File: config.mk
export PLATFORM = sky130hd
export DESIGN_NAME = fault_status_unit
export DESIGN_NICKNAME = d
export VERILOG_FILES = /design/src/rtl/fsu_pkg.sv /design/src/rtl/fsu_tick.sv /design/src/rtl/fsu_monitor.sv /design/src/rtl/fault_status_unit.sv
export SDC_FILE = /design/constraint.sdc
export NUM_CORES = 1
export LEC_CHECK = 0
export BUFFER_PORTS_ARGS = -buffer_cell sky130_fd_sc_hd__buf_2
export CAP_MARGIN = 20
export CORE_ASPECT_RATIO = 1.4
export CORE_MARGIN = 8
export CORE_UTILIZATION = 52
export DETAILED_ROUTE_END_ITERATION = 10
export GPL_ROUTABILITY_DRIVEN = 0
export PLACE_DENSITY = 0.75
export SLEW_MARGIN = 20
export SYNTH_ARGS = -nofsm -noshare
export SYNTH_HDL_FRONTEND = slang
export SYNTH_SLANG_ARGS = --single-unit
File: constraint.sdc
create_clock -name clk -period 1.88 [get_ports clk]
set_clock_uncertainty 0.1 [all_clocks]
set_input_delay 0.188 -clock clk [delete_from_list [all_inputs] [get_ports clk]]
set_output_delay 0.188 -clock clk [all_outputs]
set_load 0.005 [all_outputs]
File: src/rtl/fsu_pkg.sv
package fsu_pkg;
    localparam int DATA_W = 16;

    localparam logic [1:0] ADDR_ACTIVE = 2'd0;
    localparam logic [1:0] ADDR_REF    = 2'd1;
    localparam logic [1:0] ADDR_LOCK   = 2'd2;
    localparam logic [1:0] ADDR_IRQEN  = 2'd3;

    typedef enum logic [1:0] {
        MON_OK   = 2'd0,
        MON_WAIT = 2'd1,
        MON_HOLD = 2'd2
    } mon_state_t;
endpackage

File: src/rtl/fsu_tick.sv
module fsu_tick #(
    parameter int TICK_DIV = 50000
) (
    input  logic clk,
    input  logic rst_n,
    output logic tick
);
    localparam int CW = (TICK_DIV > 1) ? $clog2(TICK_DIV) : 1;
    localparam logic [CW-1:0] LAST = CW'(TICK_DIV - 1);

    logic [CW-1:0] cnt_q;

    always_ff @(posedge clk) begin
        if (!rst_n || cnt_q == LAST) cnt_q <= '0;
        else                         cnt_q <= cnt_q + 1'b1;
    end

    assign tick = (cnt_q == LAST);
endmodule

File: src/rtl/fsu_monitor.sv
module fsu_monitor
    import fsu_pkg::*;
#(
    parameter int HOLD_TICKS = 2000
) (
    input  logic clk,
    input  logic rst_n,
    input  logic act,
    input  logic raw,
    input  logic tick,
    input  logic clr,
    output logic stat,
    output logic sustained
);
    localparam int CW = (HOLD_TICKS > 1) ? $clog2(HOLD_TICKS) : 1;
    localparam logic [CW-1:0] LAST = CW'(HOLD_TICKS - 1);

    mon_state_t    state_q, state_d;
    logic [CW-1:0] cnt_q;
    logic          fault;

    assign fault = raw & act;

    // state register
    always_ff @(posedge clk) begin
        if (!rst_n) state_q <= MON_OK;
        else        state_q <= state_d;
    end

    always_comb begin
        state_d = state_q;
        unique case (state_q)
            MON_OK:   if (fault) state_d = MON_WAIT;
            MON_WAIT: begin
                if (!fault)                   state_d = MON_OK;
                else if (tick && cnt_q == LAST) state_d = MON_HOLD;
            end
            MON_HOLD: if (!fault) state_d = MON_OK;
            default:  state_d = MON_OK;
        endcase
    end

    // tick counter while waiting
    always_ff @(posedge clk) begin
        if (!rst_n || state_q != MON_WAIT) cnt_q <= '0;
        else if (tick && cnt_q != LAST)    cnt_q <= cnt_q + 1'b1;
    end

    // sticky status, cleared on read or when unmonitored
    always_ff @(posedge clk) begin
        if (!rst_n) stat <= 1'b0;
        else        stat <= act & ((stat & ~clr) | raw);
    end

    // outputs
    always_comb begin
        sustained = (state_q == MON_HOLD);
    end


    sticky_hold_chk: assert property (@(posedge clk) disable iff (!rst_n)
        (stat && act && !clr) |=> stat);

    fault_sets_chk: assert property (@(posedge clk) disable iff (!rst_n)
        (raw && act) |=> stat);

    inactive_zero_chk: assert property (@(posedge clk) disable iff (!rst_n)
        !act |=> (!stat && !sustained));

    hold_needs_fault_chk: assert property (@(posedge clk) disable iff (!rst_n)
        $rose(sustained) |-> $past(state_q == MON_WAIT && fault && tick));

    clr_keep_chk: assert property (@(posedge clk) disable iff (!rst_n)
        (clr && raw && act) |=> stat);
endmodule

File: src/rtl/fault_status_unit.sv
module fault_status_unit
    import fsu_pkg::*;
#(
    parameter int NCH        = 2,
    parameter int TICK_DIV   = 50000,
    parameter int HOLD_TICKS = 2000
) (
    input  logic              clk,
    input  logic              rst_n,
    input  logic [NCH-1:0]    ref_loss_raw,
    input  logic [NCH-1:0]    lock_loss_raw,
    input  logic [1:0]        bus_addr,
    input  logic              bus_wr,
    input  logic              bus_rd,
    input  logic [DATA_W-1:0] bus_wdata,
    output logic [DATA_W-1:0] bus_rdata,
    output logic              irq,
    output logic [NCH-1:0]    ref_sustained,
    output logic [NCH-1:0]    lock_sustained
);
    localparam int PAD = DATA_W - NCH;

    logic [NCH-1:0] active_q, irq_en_q, ref_stat, lock_stat;
    logic [NCH-1:0] rd_view;
    logic           tick, clr_ref, clr_lock;
    logic           unused_wdata;

    assign unused_wdata = ^bus_wdata[DATA_W-1:NCH];

    fsu_tick #(.TICK_DIV(TICK_DIV)) u_tick (
        .clk(clk), .rst_n(rst_n), .tick(tick)
    );

    assign clr_ref  = bus_rd && (bus_addr == ADDR_REF);
    assign clr_lock = bus_rd && (bus_addr == ADDR_LOCK);

    for (genvar ch = 0; ch < NCH; ch++) begin : g_ch
        fsu_monitor #(.HOLD_TICKS(HOLD_TICKS)) u_ref (
            .clk(clk), .rst_n(rst_n), .act(active_q[ch]),
            .raw(ref_loss_raw[ch]), .tick(tick), .clr(clr_ref),
            .stat(ref_stat[ch]), .sustained(ref_sustained[ch])
        );
        fsu_monitor #(.HOLD_TICKS(HOLD_TICKS)) u_lock (
            .clk(clk), .rst_n(rst_n), .act(active_q[ch]),
            .raw(lock_loss_raw[ch]), .tick(tick), .clr(clr_lock),
            .stat(lock_stat[ch]), .sustained(lock_sustained[ch])
        );
    end

    // control registers
    always_ff @(posedge clk) begin
        if (!rst_n) begin
            active_q <= '0;
            irq_en_q <= '0;
        end else if (bus_wr) begin
            if (bus_addr == ADDR_ACTIVE) active_q <= bus_wdata[NCH-1:0];
            if (bus_addr == ADDR_IRQEN)  irq_en_q <= bus_wdata[NCH-1:0];
        end
    end

    always_comb begin
        rd_view = '0;
        unique case (bus_addr)
            ADDR_ACTIVE: rd_view = active_q;
            ADDR_REF:    rd_view = ref_stat & active_q;
            ADDR_LOCK:   rd_view = lock_stat & active_q;
            ADDR_IRQEN:  rd_view = irq_en_q;
            default:     rd_view = '0;
        endcase
    end

    always_ff @(posedge clk) begin
        if (!rst_n)      bus_rdata <= '0;
        else if (bus_rd) bus_rdata <= {{PAD{1'b0}}, rd_view};
    end

    assign irq = |(ref_stat & active_q & irq_en_q);


    irq_needs_en_chk: assert property (@(posedge clk) disable iff (!rst_n)
        irq |-> (irq_en_q != '0));

    irq_from_ref_chk: assert property (@(posedge clk) disable iff (!rst_n)
        irq |-> ((ref_stat & active_q) != '0));

    rdata_pad_chk: assert property (@(posedge clk) disable iff (!rst_n)
        bus_rdata[DATA_W-1:NCH] == '0);

    rdata_hold_chk: assert property (@(posedge clk) disable iff (!rst_n)
        !bus_rd |=> $stable(bus_rdata));
endmodule

==> metrics.txt, run 1 <==
Mapped Cells around 470; Register-to-Register Path Depth 5; critical path arrival approximately 2.1 ns; Avg WL per Cell 15.1 um; reg2reg end g_ch[0].u_ref.cnt_q[4]; Leak roughly 1.7 nW; DP Worst Slack -0.0640 ns; final worst path period need between 1.5 and 2 ns; yosys warns 0; initial antenna violation count 0; Synth top cells by count 78 x dfxtp_1, 42 x a21oi_1, 35 x nand3_1, 29 x nor2_1, 29 x o21ai_0; Clk pin slew, worst setup/hold paths 0.08 ns; Final Cycle Share 1.04; post-layout util 0.642; starting density of the core 0.534; Port Buf Inserts 18; area leader, netlist dfxtp_1; drc violations 0; total power about 3 mW; Worst Hold Path EP g_ch[1].u_ref.stat; Fin Setup TNS -0.482 ns; count leader, synth dfxtp_1; Antenna Nets Post-Route 0; worst slew pin tran about 0.57 ns; min-delay src ref_loss_raw[1]; Slew Viols, Final 0; die area about 0.011 mm2; CP Max Fanout 7; max-cap violations 0; filler cell count between 600 and 700; synthesized area just under 0.004 mm2; fin nets approximately 540; buffer depth of the longest clock path 2; ys flop type dfxtp_1; Max Freq just over 0.5 GHz; critical path startpoint category flip-flop; post-synth cell types between 40 and 50; worst setup margin -0.0803 ns; CTS tree yes; Clock Sinks between 70 and 80; violated checks negative setup slack; Synth Register Bits around 80; clk_lat worst skew 0.36 ns; ys async rst share 0; fraction of layout cells with a size suffix above 1 0.224; first-pass GRT wire length 14.8 mm; P per Cell Area roughly 650 mW/mm2; # diodes 0; Vias per Instance between 5 and 6; RSZ-0062 raised after global routing yes; vias in the first global route ~3400; reg2reg setup slack -0.08 ns; Critical Path RT about 2.1 ns; Die Y around 120 um; gr ovfl total 0; Peak VDD IR roughly 0.55 mV; Max transition margin 0.621; largest net degree at the start of global routing 36; Crit Path Category reg -> reg; Core Area ~0.0074 mm2; outcome complete, but fails checks; number of DRC markers in iteration 0 154; H-tree depth 3; Synth top area share 0.397; DPL Wire Length about 6 mm; CTS Buf Count 9; Die X between 80 and 90 um; routed wire length slightly above 9 mm; Worst setup EP type flip-flop; Site Rows 37; Mean Syn Cell Area 8.43 um2; top cells by area in the synthesized netlist dfxtp_1 40%, a21oi_1 5.4%, nand3_1 4.5%, nand4_1 3.8%, o21ai_0 3.7%; hold path cells 3; Layout area overhead 20.2%; DRT Pass-1 Iters 5; Vias ~3600; EDFF count, synth 0; GRT Total Usage 0.177; CTS Root Cell clkbuf_8; Reg-to-Reg Start u_tick.cnt_q[10]; sequential share of the synthesized area 0.397; Hold Vio Cnt, Final 0; Setup Viol. Count Final 17; io pins 47; hold crit path type in -> reg
==> how the worst max path moves through the flow <==
| stage | startpoint | endpoint | slack, ns | depth (start not counted) |
|---|---|---|---|---|
| finish | u_tick.cnt_q[10] | g_ch[0].u_ref.cnt_q[4] | -0.08 | 5 |
| global placement | u_tick.cnt_q[0] | g_ch[1].u_lock.cnt_q[0] | 0.004 | 7 |
| detailed placement | u_tick.cnt_q[0] | g_ch[1].u_lock.cnt_q[5] | -0.06 | 7 |
| CTS | u_tick.cnt_q[5] | g_ch[0].u_lock.cnt_q[8] | -0.05 | 5 |
| global route | u_tick.cnt_q[10] | g_ch[0].u_ref.cnt_q[4] | -0.13 | 5 |
| floorplan | g_ch[1].u_ref.cnt_q[0] | g_ch[1].u_ref.cnt_q[4] | 0.02 | 6 |
==> worst max-delay path, cell delays in order, from the launching register on <==
cell and delay, ns:
dfxtp_2 0.34, nor4b_4 0.34, nand4_1 0.26, buf_6 0.22, or4_4 0.48, a21oi_2 0.13
==> per-stage QoR <==
stage | std cells | cell area [um2] | hold WS (ns)
floorplan | 479 | 3980 | 0.184
global placement | 585 | 4220 | 0.342
detailed placement | 585 | 4220 | 0.353
CTS | 609 | 4510 | 0.00643
global route | 614 | 4720 | 0.0591
finish | 614 | 4720 | 0.0185
==> metal layers <==
layer	global-route usage	vias up	wire, um
met5	0	-	0
met4	0.126	0	348
met3	0.0255	23	263
met2	0.307	66	4850
met1	0.187	1707	3820
li1	-	1810	-
==> area by class of cell <==
cell class	count	area, um2	share of cell area
inverters	7	26.3	0.00556
repair buffers	66	542	0.115
clock buffers	13	159	0.0336
flip-flops and latches	78	1570	0.332
multi-input cells	350	2270	0.480
well taps	97	121	0.0257
clock inverters	3	42.5	0.00901
==> flip-flops by register name, indices dropped and copies added (netlist names) <==
name                 count
bus_rdata                2
irq_en_q                 2
g_ch.u_lock.state_q      4
g_ch.u_ref.stat          2
u_tick.cnt_q            16
g_ch.u_lock.stat         2
g_ch.u_lock.cnt_q       22
active_q                 2
g_ch.u_ref.cnt_q        22
g_ch.u_ref.state_q       4
==> power by group <==
part / switching [mW] / internal [mW]
clock: 0.592 / 0.685
sequential: 0.00993 / 1.66
combinational: 0.0554 / 0.0467
total: 0.657 / 2.40
==> cells by family (layout without fill, tap and decap cells) <==
| group | count (synthesis) | in the layout | synth area share |
|---|---|---|---|
| AND/OR/NAND/NOR | 211 | 211 | 0.321 |
| AO/OA/AOI/OAI | 103 | 103 | 0.154 |
| flip-flops | 78 | 78 | 0.397 |
| buffers and inverters | 51 | 89 | 0.0710 |
| XOR/XNOR | 11 | 11 | 0.0245 |
| multiplexers | 6 | 6 | 0.0153 |
| adder cells (fa/ha/maj) | 5 | 5 | 0.0159 |
| other | 1 | 14 | 0.000954 |
==> cells in the final DEF (no fill, tap or decap), drive strengths merged, types with 15 or more instances in the layout <==
cell,netlist,layout
and4,15,15
nor2,29,29
nand4,25,25
buf,26,59
o21ai,29,29
dfxtp,78,78
nand2,23,23
or3,22,22
nand3,35,35
a21oi,42,42
==> timing repair <==
item,4_1_cts,5_1_grt
endpoints found under the setup margin,19,28
hold buffers,6,0
setup buffers,2,3
pin swaps,5,35
gates resized for setup,4,42
cloned,0,2
endpoints found under the hold margin,9,0
(Power assumes the default switching activity.)
==> run 2: changes to the inputs <==
- ABC_AREA: not set -> 1
- CELL_PAD_IN_SITES_DETAIL_PLACEMENT: not set -> 0
- CELL_PAD_IN_SITES_GLOBAL_PLACEMENT: not set -> 1
- CORE_UTILIZATION: 52 -> 38
- PLACE_DENSITY: 0.75 -> not set
- PLACE_DENSITY_LB_ADDON: not set -> 0.1
==> metrics.txt, run 2 <==
outcome completed (was complete, but fails checks); ys flop type dfxtp_1 (unchanged); Vias 4492 (was 3606); drc violations 0 (unchanged); buffer depth of the longest clock path 2 (unchanged); Hold Vio Cnt, Final 0 (unchanged); first-pass GRT wire length 19.8 mm (was 14.8 mm); max-cap violations 0 (unchanged); Final Cycle Share 0.902 (was 1.04); Setup Viol. Count Final 0 (was 17); fraction of layout cells with a size suffix above 1 0.119 (was 0.224); final worst path period need 1.70 ns (was 1.96 ns); filler cell count 1318 (was 604); P per Cell Area 645 mW/mm2 (was 646 mW/mm2); Fin Setup TNS 0 ns (was -0.482 ns); Die X 110 um (was 89.5 um); top cells by area in the synthesized netlist dfxtp_1 33%, nand2_1 16%, nand3_1 7.1%, inv_1 6.5%, a21oi_1 6.3% (was dfxtp_1 40%, a21oi_1 5.4%, nand3_1 4.5%, nand4_1 3.8%, o21ai_0 3.7%); commonest cells after routing, fill and taps aside 203 x nand2_1, 81 x inv_1, 78 x dfxtp_1 (was 74 x dfxtp_1, 35 x nand3_1, 32 x buf_4); Synth top area share 0.332 (was 0.397); synthesized area 0.00471 mm2 (was 0.00393 mm2); RSZ-0062 raised after global routing no (was yes); yosys warns 0 (unchanged); CTS tree yes (unchanged); count leader, synth nand2_1 (was dfxtp_1); CTS Buf Count 9 (unchanged); initial antenna violation count 0 (unchanged); DRT Pass-1 Iters 4 (was 5); Worst setup EP type flip-flop (unchanged); crit path buf inv count 1 (unchanged); clk_lat worst skew 0.34 ns (was 0.36 ns); Top cell by count, worst path nand2_1; starting density of the core 0.386 (was 0.534); Layout area overhead 11.2% (was 20.2%); biggest registers after layout g_ch.u_lock.cnt_q (22), g_ch.u_ref.cnt_q (22), u_tick.cnt_q (16) (unchanged); cell chain of the critical path ha_1, nand2_1, inv_2, nand2_2, nor2_8, nand3_2, nand2_1, a21oi_2 (was nor4b_4, nand4_1, buf_6, or4_4, a21oi_2); Worst path max stage delay 0.35 ns (was 0.48 ns); die area 0.0163 mm2 (was 0.0106 mm2); Site Rows 48 (was 37); largest net degree at the start of global routing 18 (was 36); Clk pin slew, worst setup/hold paths 0.06 ns (was 0.08 ns); Peak VDD IR 0.359 mV (was 0.551 mV); hold-fix buffers at CTS 0 (was 6); Mean Syn Cell Area 6.50 um2 (was 8.43 um2); number of DRC markers in iteration 0 224 (was 154); post-layout util 0.429 (was 0.642); Crit Path Category reg -> reg (unchanged); vias in the first global route 4361 (was 3354); Slew Viols, Final 0 (unchanged); Synth top cells by count 203 x nand2_1, 81 x inv_1, 78 x dfxtp_1, 74 x nor2_1, 67 x nand3_1 (was 78 x dfxtp_1, 42 x a21oi_1, 35 x nand3_1, 29 x nor2_1, 29 x o21ai_0); # diodes 0 (unchanged); most common cell after layout, fill and taps aside nand2_1 (was dfxtp_1); GRT Total Usage 0.153 (was 0.177); Critical Path RT 1.99 ns (was 2.06 ns); Clock Sinks 78 (unchanged); io pins 47 (unchanged); area leader, netlist dfxtp_1 (unchanged); CTS Root Cell clkbuf_16 (was clkbuf_8); Avg WL per Cell 13.1 um (was 15.1 um); Antenna Nets Post-Route 0 (unchanged); critical path startpoint category flip-flop (unchanged); sequential share of the synthesized area 0.332 (was 0.397); Die Y 148 um (was 119 um); critical path arrival 1.80 ns (was 2.14 ns); crit-path leading delay family simple AND/OR/NAND/NOR gates (unchanged); CP Max Fanout 11 (was 7); gr ovfl total 0 (unchanged); routed wire length 11.9 mm (was 9.28 mm); Port Buf Inserts 18 (unchanged); Max stage delay cell, worst path dfxtp_1 (was or4_4); H-tree depth 3 (unchanged); EDFF count, synth 0 (unchanged); Vias per Instance 4.95 (was 5.87); Synth Register Bits 78 (unchanged); Mapped Cells 724 (was 466); ys async rst share 0 (unchanged); Max Freq 0.590 GHz (was 0.510 GHz); hold crit path type in -> reg (unchanged); Core Area 0.0122 mm2 (was 0.00736 mm2); DPL Wire Length 9.05 mm (was 6.18 mm); Leak 2.05 nW (was 1.65 nW); post-synth cell types 35 (was 46); fin nets 783 (was 543)
==> run 2: through the flow <==
step | setup slack [ns] | std cells | power [mW] | hold slack (ns) | cell area, um2
detailed placement | 0.135 | 890 | 1.81 | 0.340 | 4940
global placement | 0.152 | 890 | 1.81 | 0.326 | 4940
CTS | 0.119 | 906 | 3.44 | 0.0175 | 5210
finish | 0.184 | 907 | 3.37 | 0.0312 | 5240
floorplan | 0.269 | 737 | 1.79 | 0.232 | 4760
global route | 0.0137 | 907 | 3.52 | 0.0301 | 5240
==> run 2: layer usage <==
metal / vias to the layer above / wire (um) / GRT usage
met1: 2072 / 5030 / 0.165
met3: 16 / 264 / 0.0275
met5: - / 0 / 0
met2: 42 / 6320 / 0.277
li1: 2362 / - / -
met4: 0 / 237 / 0.0644
==> run 2: worst min-delay path: cells and delay by family <==
family | cells | cell delay (ns)
and+or+nand+nor | 1 | 0.08
AOI/OAI and AO/OA | 1 | 0.08
buffers and inverters | 1 | 0.09
==> run 2: final cells by class <==
cell class | count | area, um2 | share of cell area
well taps | 150 | 188 | 0.0359
inverters | 94 | 354 | 0.0676
multi-input cells | 536 | 2660 | 0.508
flip-flops and latches | 78 | 1560 | 0.298
clock buffers | 12 | 246 | 0.0471
repair buffers | 33 | 203 | 0.0387
clock inverters | 4 | 22.5 | 0.00430
==> run 2: cell families (layout without fill, tap and decap cells) <==
| group | Yosys count | in the layout | share of synthesized area |
|---|---|---|---|
| buf+inv | 123 | 143 | 0.118 |
| xor+xnor | 15 | 15 | 0.0279 |
| fa+ha+maj | 5 | 5 | 0.0133 |
| other cells | 1 | 14 | 0.000796 |
| flops | 78 | 78 | 0.332 |
| simple gates | 418 | 418 | 0.414 |
| compound gates | 84 | 84 | 0.0941 |
==> run 2: path summary, 6_finish.rpt <==
kind	startpoint	to	slack (ns)	cells past startpoint
setup / recovery	u_tick.cnt_q[0]	g_ch[1].u_lock.cnt_q[7]	0.18	8
setup reg to reg	u_tick.cnt_q[0]	g_ch[1].u_lock.cnt_q[7]	0.18	8
hold reg to reg	u_tick.cnt_q[0]	u_tick.cnt_q[0]	0.34	1
hold / removal	bus_wdata[0]	active_q[0]	0.03	3
==> run 2: power by group <==
part	leakage, nW	switching, mW	internal (mW)	total [mW]
Clock	0.132	0.678	0.924	1.60
Sequential	0.630	0.0113	1.67	1.68
Combinational	1.28	0.0624	0.0304	0.0928
Total	2.05	0.752	2.62	3.37
==> run 2: timing repair <==
| item | in CTS | in global routing |
|---|---|---|
| buffers inserted | 0 | 1 |
| endpoints found under the hold margin | 0 | 0 |
| setup endpoints to repair | 0 | 7 |
| resized for setup | 0 | 3 |
==> run 3: changes to the inputs <==
- SYNTH_HIERARCHICAL: not set -> 1
==> metrics.txt, run 3 <==
synthesized area 0.00452 mm2 (was 0.00471 mm2); Critical Path RT 1.99 ns (about the same); Crit Path Category reg -> reg (unchanged); first-pass GRT wire length 18.3 mm (was 19.8 mm); DRT Pass-1 Iters 4 (unchanged); Die Y 145 um (was 148 um); # diodes 0 (unchanged); Vias 4279 (was 4492); CTS tree yes (unchanged); CTS Root Cell clkbuf_16 (unchanged); Vias per Instance 4.77 (was 4.95); sequential fraction of design power 0.458 (was 0.498); biggest registers after layout g_ch.u_lock/cnt_q (22), g_ch.u_ref/cnt_q (22), u_tick/cnt_q (16) (was g_ch.u_lock.cnt_q (22), g_ch.u_ref.cnt_q (22), u_tick.cnt_q (16)); internal power 2.93 mW (was 2.62 mW); Max stage delay cell, worst path dfxtp_2 (was dfxtp_1); yosys warns 6 (was 0); Clock Sinks 78 (unchanged); Site Rows 47 (was 48); sw power 0.748 mW (was 0.752 mW); Clk pin slew, worst setup/hold paths 0.06 ns (about the same); Synth Register Bits 78 (unchanged); Die X 108 um (was 110 um); area leader, netlist dfxtp_1 (unchanged); H-tree depth 3 (unchanged); CP Max Fanout 6 (was 11); critical path startpoint category flip-flop (unchanged); outcome completed (unchanged); Antenna Nets Post-Route 0 (unchanged); vias in the first global route 4010 (was 4361); Hold WS 0.0557 ns (was 0.0312 ns); GRT Total Usage 0.141 (was 0.153); number of DRC markers in iteration 0 107 (was 224); Port Buf Inserts 18 (unchanged); gr ovfl total 0 (unchanged); CTS Buf Count 9 (unchanged); clk_lat worst skew 0.34 ns (about the same); most common cell after layout, fill and taps aside nand2_1 (unchanged); register area 0.00156 mm2 (about the same); Mapped Cells 696 (was 724); max-cap violations 0 (unchanged); routed wire length 10.6 mm (was 11.9 mm); clock network power share 0.517 (was 0.475); logic gate share of total power 0.024 (was 0.028); Core Area 0.0117 mm2 (was 0.0122 mm2); Synth top area share 0.346 (was 0.332); P per Cell Area 696 mW/mm2 (was 645 mW/mm2); Max Freq 0.564 GHz (was 0.590 GHz); post-synth cell types 27 (was 35); initial antenna violation count 2 (was 0); Final Cycle Share 0.944 (was 0.902); filler cell count 1297 (was 1318); hold-fix buffers at CTS 0 (unchanged); Top cell by count, worst path buf_4 (was nand2_1); Hold Vio Cnt, Final 0 (unchanged); crit path buf inv count 2 (was 1); ys async rst share 0 (unchanged); fraction of layout cells with a size suffix above 1 0.149 (was 0.119); cell chain of the critical path ha_4, nand3_2, or2_4, nor2_4, buf_4, nand2_4, buf_4, nand2_1, a21oi_1 (was ha_1, nand2_1, inv_2, nand2_2, nor2_8, nand3_2, nand2_1, a21oi_2); commonest cells after routing, fill and taps aside 216 x nand2_1, 91 x inv_1, 76 x nor2_1, 76 x dfxtp_1, 49 x a21oi_1 (was 203 x nand2_1, 81 x inv_1, 78 x dfxtp_1); drc violations 0 (unchanged); final worst path period need 1.77 ns (was 1.70 ns); starting density of the core 0.386 (about the same); Fin Setup TNS 0 ns (unchanged); critical path arrival 1.88 ns (was 1.80 ns); largest net degree at the start of global routing 17 (was 18); top cells by area in the synthesized netlist dfxtp_1 35%, nand2_1 18%, inv_1 7.6%, nor2_1 6.4%, a21oi_1 5.4% (was dfxtp_1 33%, nand2_1 16%, nand3_1 7.1%, inv_1 6.5%, a21oi_1 6.3%); ys flop type dfxtp_1 (unchanged); hold crit path type in -> reg (unchanged); count leader, synth nand2_1 (unchanged); Layout area overhead 16.9% (was 11.2%); EDFF count, synth 0 (unchanged); sequential share of the synthesized area 0.346 (was 0.332); Mean Syn Cell Area 6.49 um2 (was 6.50 um2); buffer depth of the longest clock path 2 (unchanged); Worst setup EP type flip-flop (unchanged); Leak 2.20 nW (was 2.05 nW); Synth top cells by count 216 x nand2_1, 91 x inv_1, 78 x dfxtp_1, 77 x nor2_1, 49 x a21oi_1 (was 203 x nand2_1, 81 x inv_1, 78 x dfxtp_1, 74 x nor2_1, 67 x nand3_1); Avg WL per Cell 11.8 um (was 13.1 um); io pins 47 (unchanged); DPL Wire Length 8.00 mm (was 9.05 mm); Multi-input gate area 0.00249 mm2 (was 0.00266 mm2); Peak VDD IR 0.501 mV (was 0.359 mV); RSZ-0062 raised after global routing no (unchanged); Worst path max stage delay 0.36 ns (was 0.35 ns); fin nets 778 (was 783); Setup Viol. Count Final 0 (unchanged); die area 0.0157 mm2 (was 0.0163 mm2); crit-path leading delay family simple AND/OR/NAND/NOR gates (unchanged); Slew Viols, Final 0 (unchanged); switching share of power 0.203 (was 0.223)
==> run 3: changes by cell type in the layout (fill, tap and decap cells not counted), sizes merged, moves of 3 or more <==
cell	previous run	this run
nand3	79	41
nand2	209	228
nor3	18	2
buf	33	46
nor2	85	96
a21oi	59	49
nand4	20	30
inv	90	98
clkinv	7	0
o21ai	16	21
xnor2	2	5
==> run 3: layout make-up <==
type	instances	share of cell area
timing repair buffer	47	0.0639
clock buffer	12	0.0485
multi-input combinational	513	0.471
clock inverter	3	0.0128
inverter	98	0.0729
tap	147	0.0348
sequential	78	0.296
==> run 3: worst paths after layout <==
path | start | end | slack [ns] | cells past startpoint
min | bus_wdata[1] | active_q[1] | 0.06 | 3
max reg2reg | u_tick/cnt_q[0] | g_ch[1].u_ref/cnt_q[5] | 0.11 | 9
min reg2reg | u_tick/cnt_q[0] | u_tick/cnt_q[0] | 0.35 | 1
max | u_tick/cnt_q[0] | g_ch[1].u_ref/cnt_q[5] | 0.11 | 9
==> run 3: per-stage QoR <==
stage / setup WS, ns / power, mW / area [um2] / util / std cells
after global routing: 0.00862 / 3.83 / 5280 / 0.452 / 898
after detailed placement: 0.0263 / 1.81 / 4900 / 0.419 / 881
after CTS: 0.00652 / 3.74 / 5220 / 0.446 / 896
after global placement: 0.0100 / 1.81 / 4900 / 0.419 / 881
after floorplan: 0.0126 / 1.79 / 4590 / - / 709
final: 0.106 / 3.68 / 5280 / 0.452 / 898
==> run 3: worst reg2reg max path, delay by kind of cell, from the launching register on <==
family          cells  cell delay [ns]
fa+ha+maj           1             0.15
buf+inv             2             0.32
flops               1             0.36
compound gates      1             0.06
simple gates        5             0.66
==> run 3: logic make-up after synthesis <==
group / count (synthesis) / synth area share
AO/OA/AOI/OAI: 74 / 0.0842
buffers and inverters: 118 / 0.120
AND/OR/NAND/NOR: 404 / 0.404
adder cells (fa/ha/maj): 5 / 0.0138
flip-flops: 78 / 0.346
XOR/XNOR: 16 / 0.0310
other: 1 / 0.000830
==> run 3: routing by layer <==
metal	vias to the layer above	global-route usage	share of wire
met5	-	0	0.0022
met1	1952	0.168	0.45
met3	17	0.0341	0.032
met4	4	0.0502	0.017
met2	38	0.237	0.50
li1	2268	-	-
==> run 3: repair_timing <==
item	in CTS	in global routing
setup buffers	0	1
setup endpoints to repair	0	37
gates resized for setup	0	11
==> run 3: power groups by stage <==
stage	Sequential, mW	Combinational (mW)	Clock (mW)
after global routing	1.69	0.105	2.04
after detailed placement	1.72	0.0879	0
after CTS	1.68	0.0883	1.97
after floorplan	1.72	0.0762	0
final	1.68	0.0896	1.90
after global placement	1.72	0.0870	0
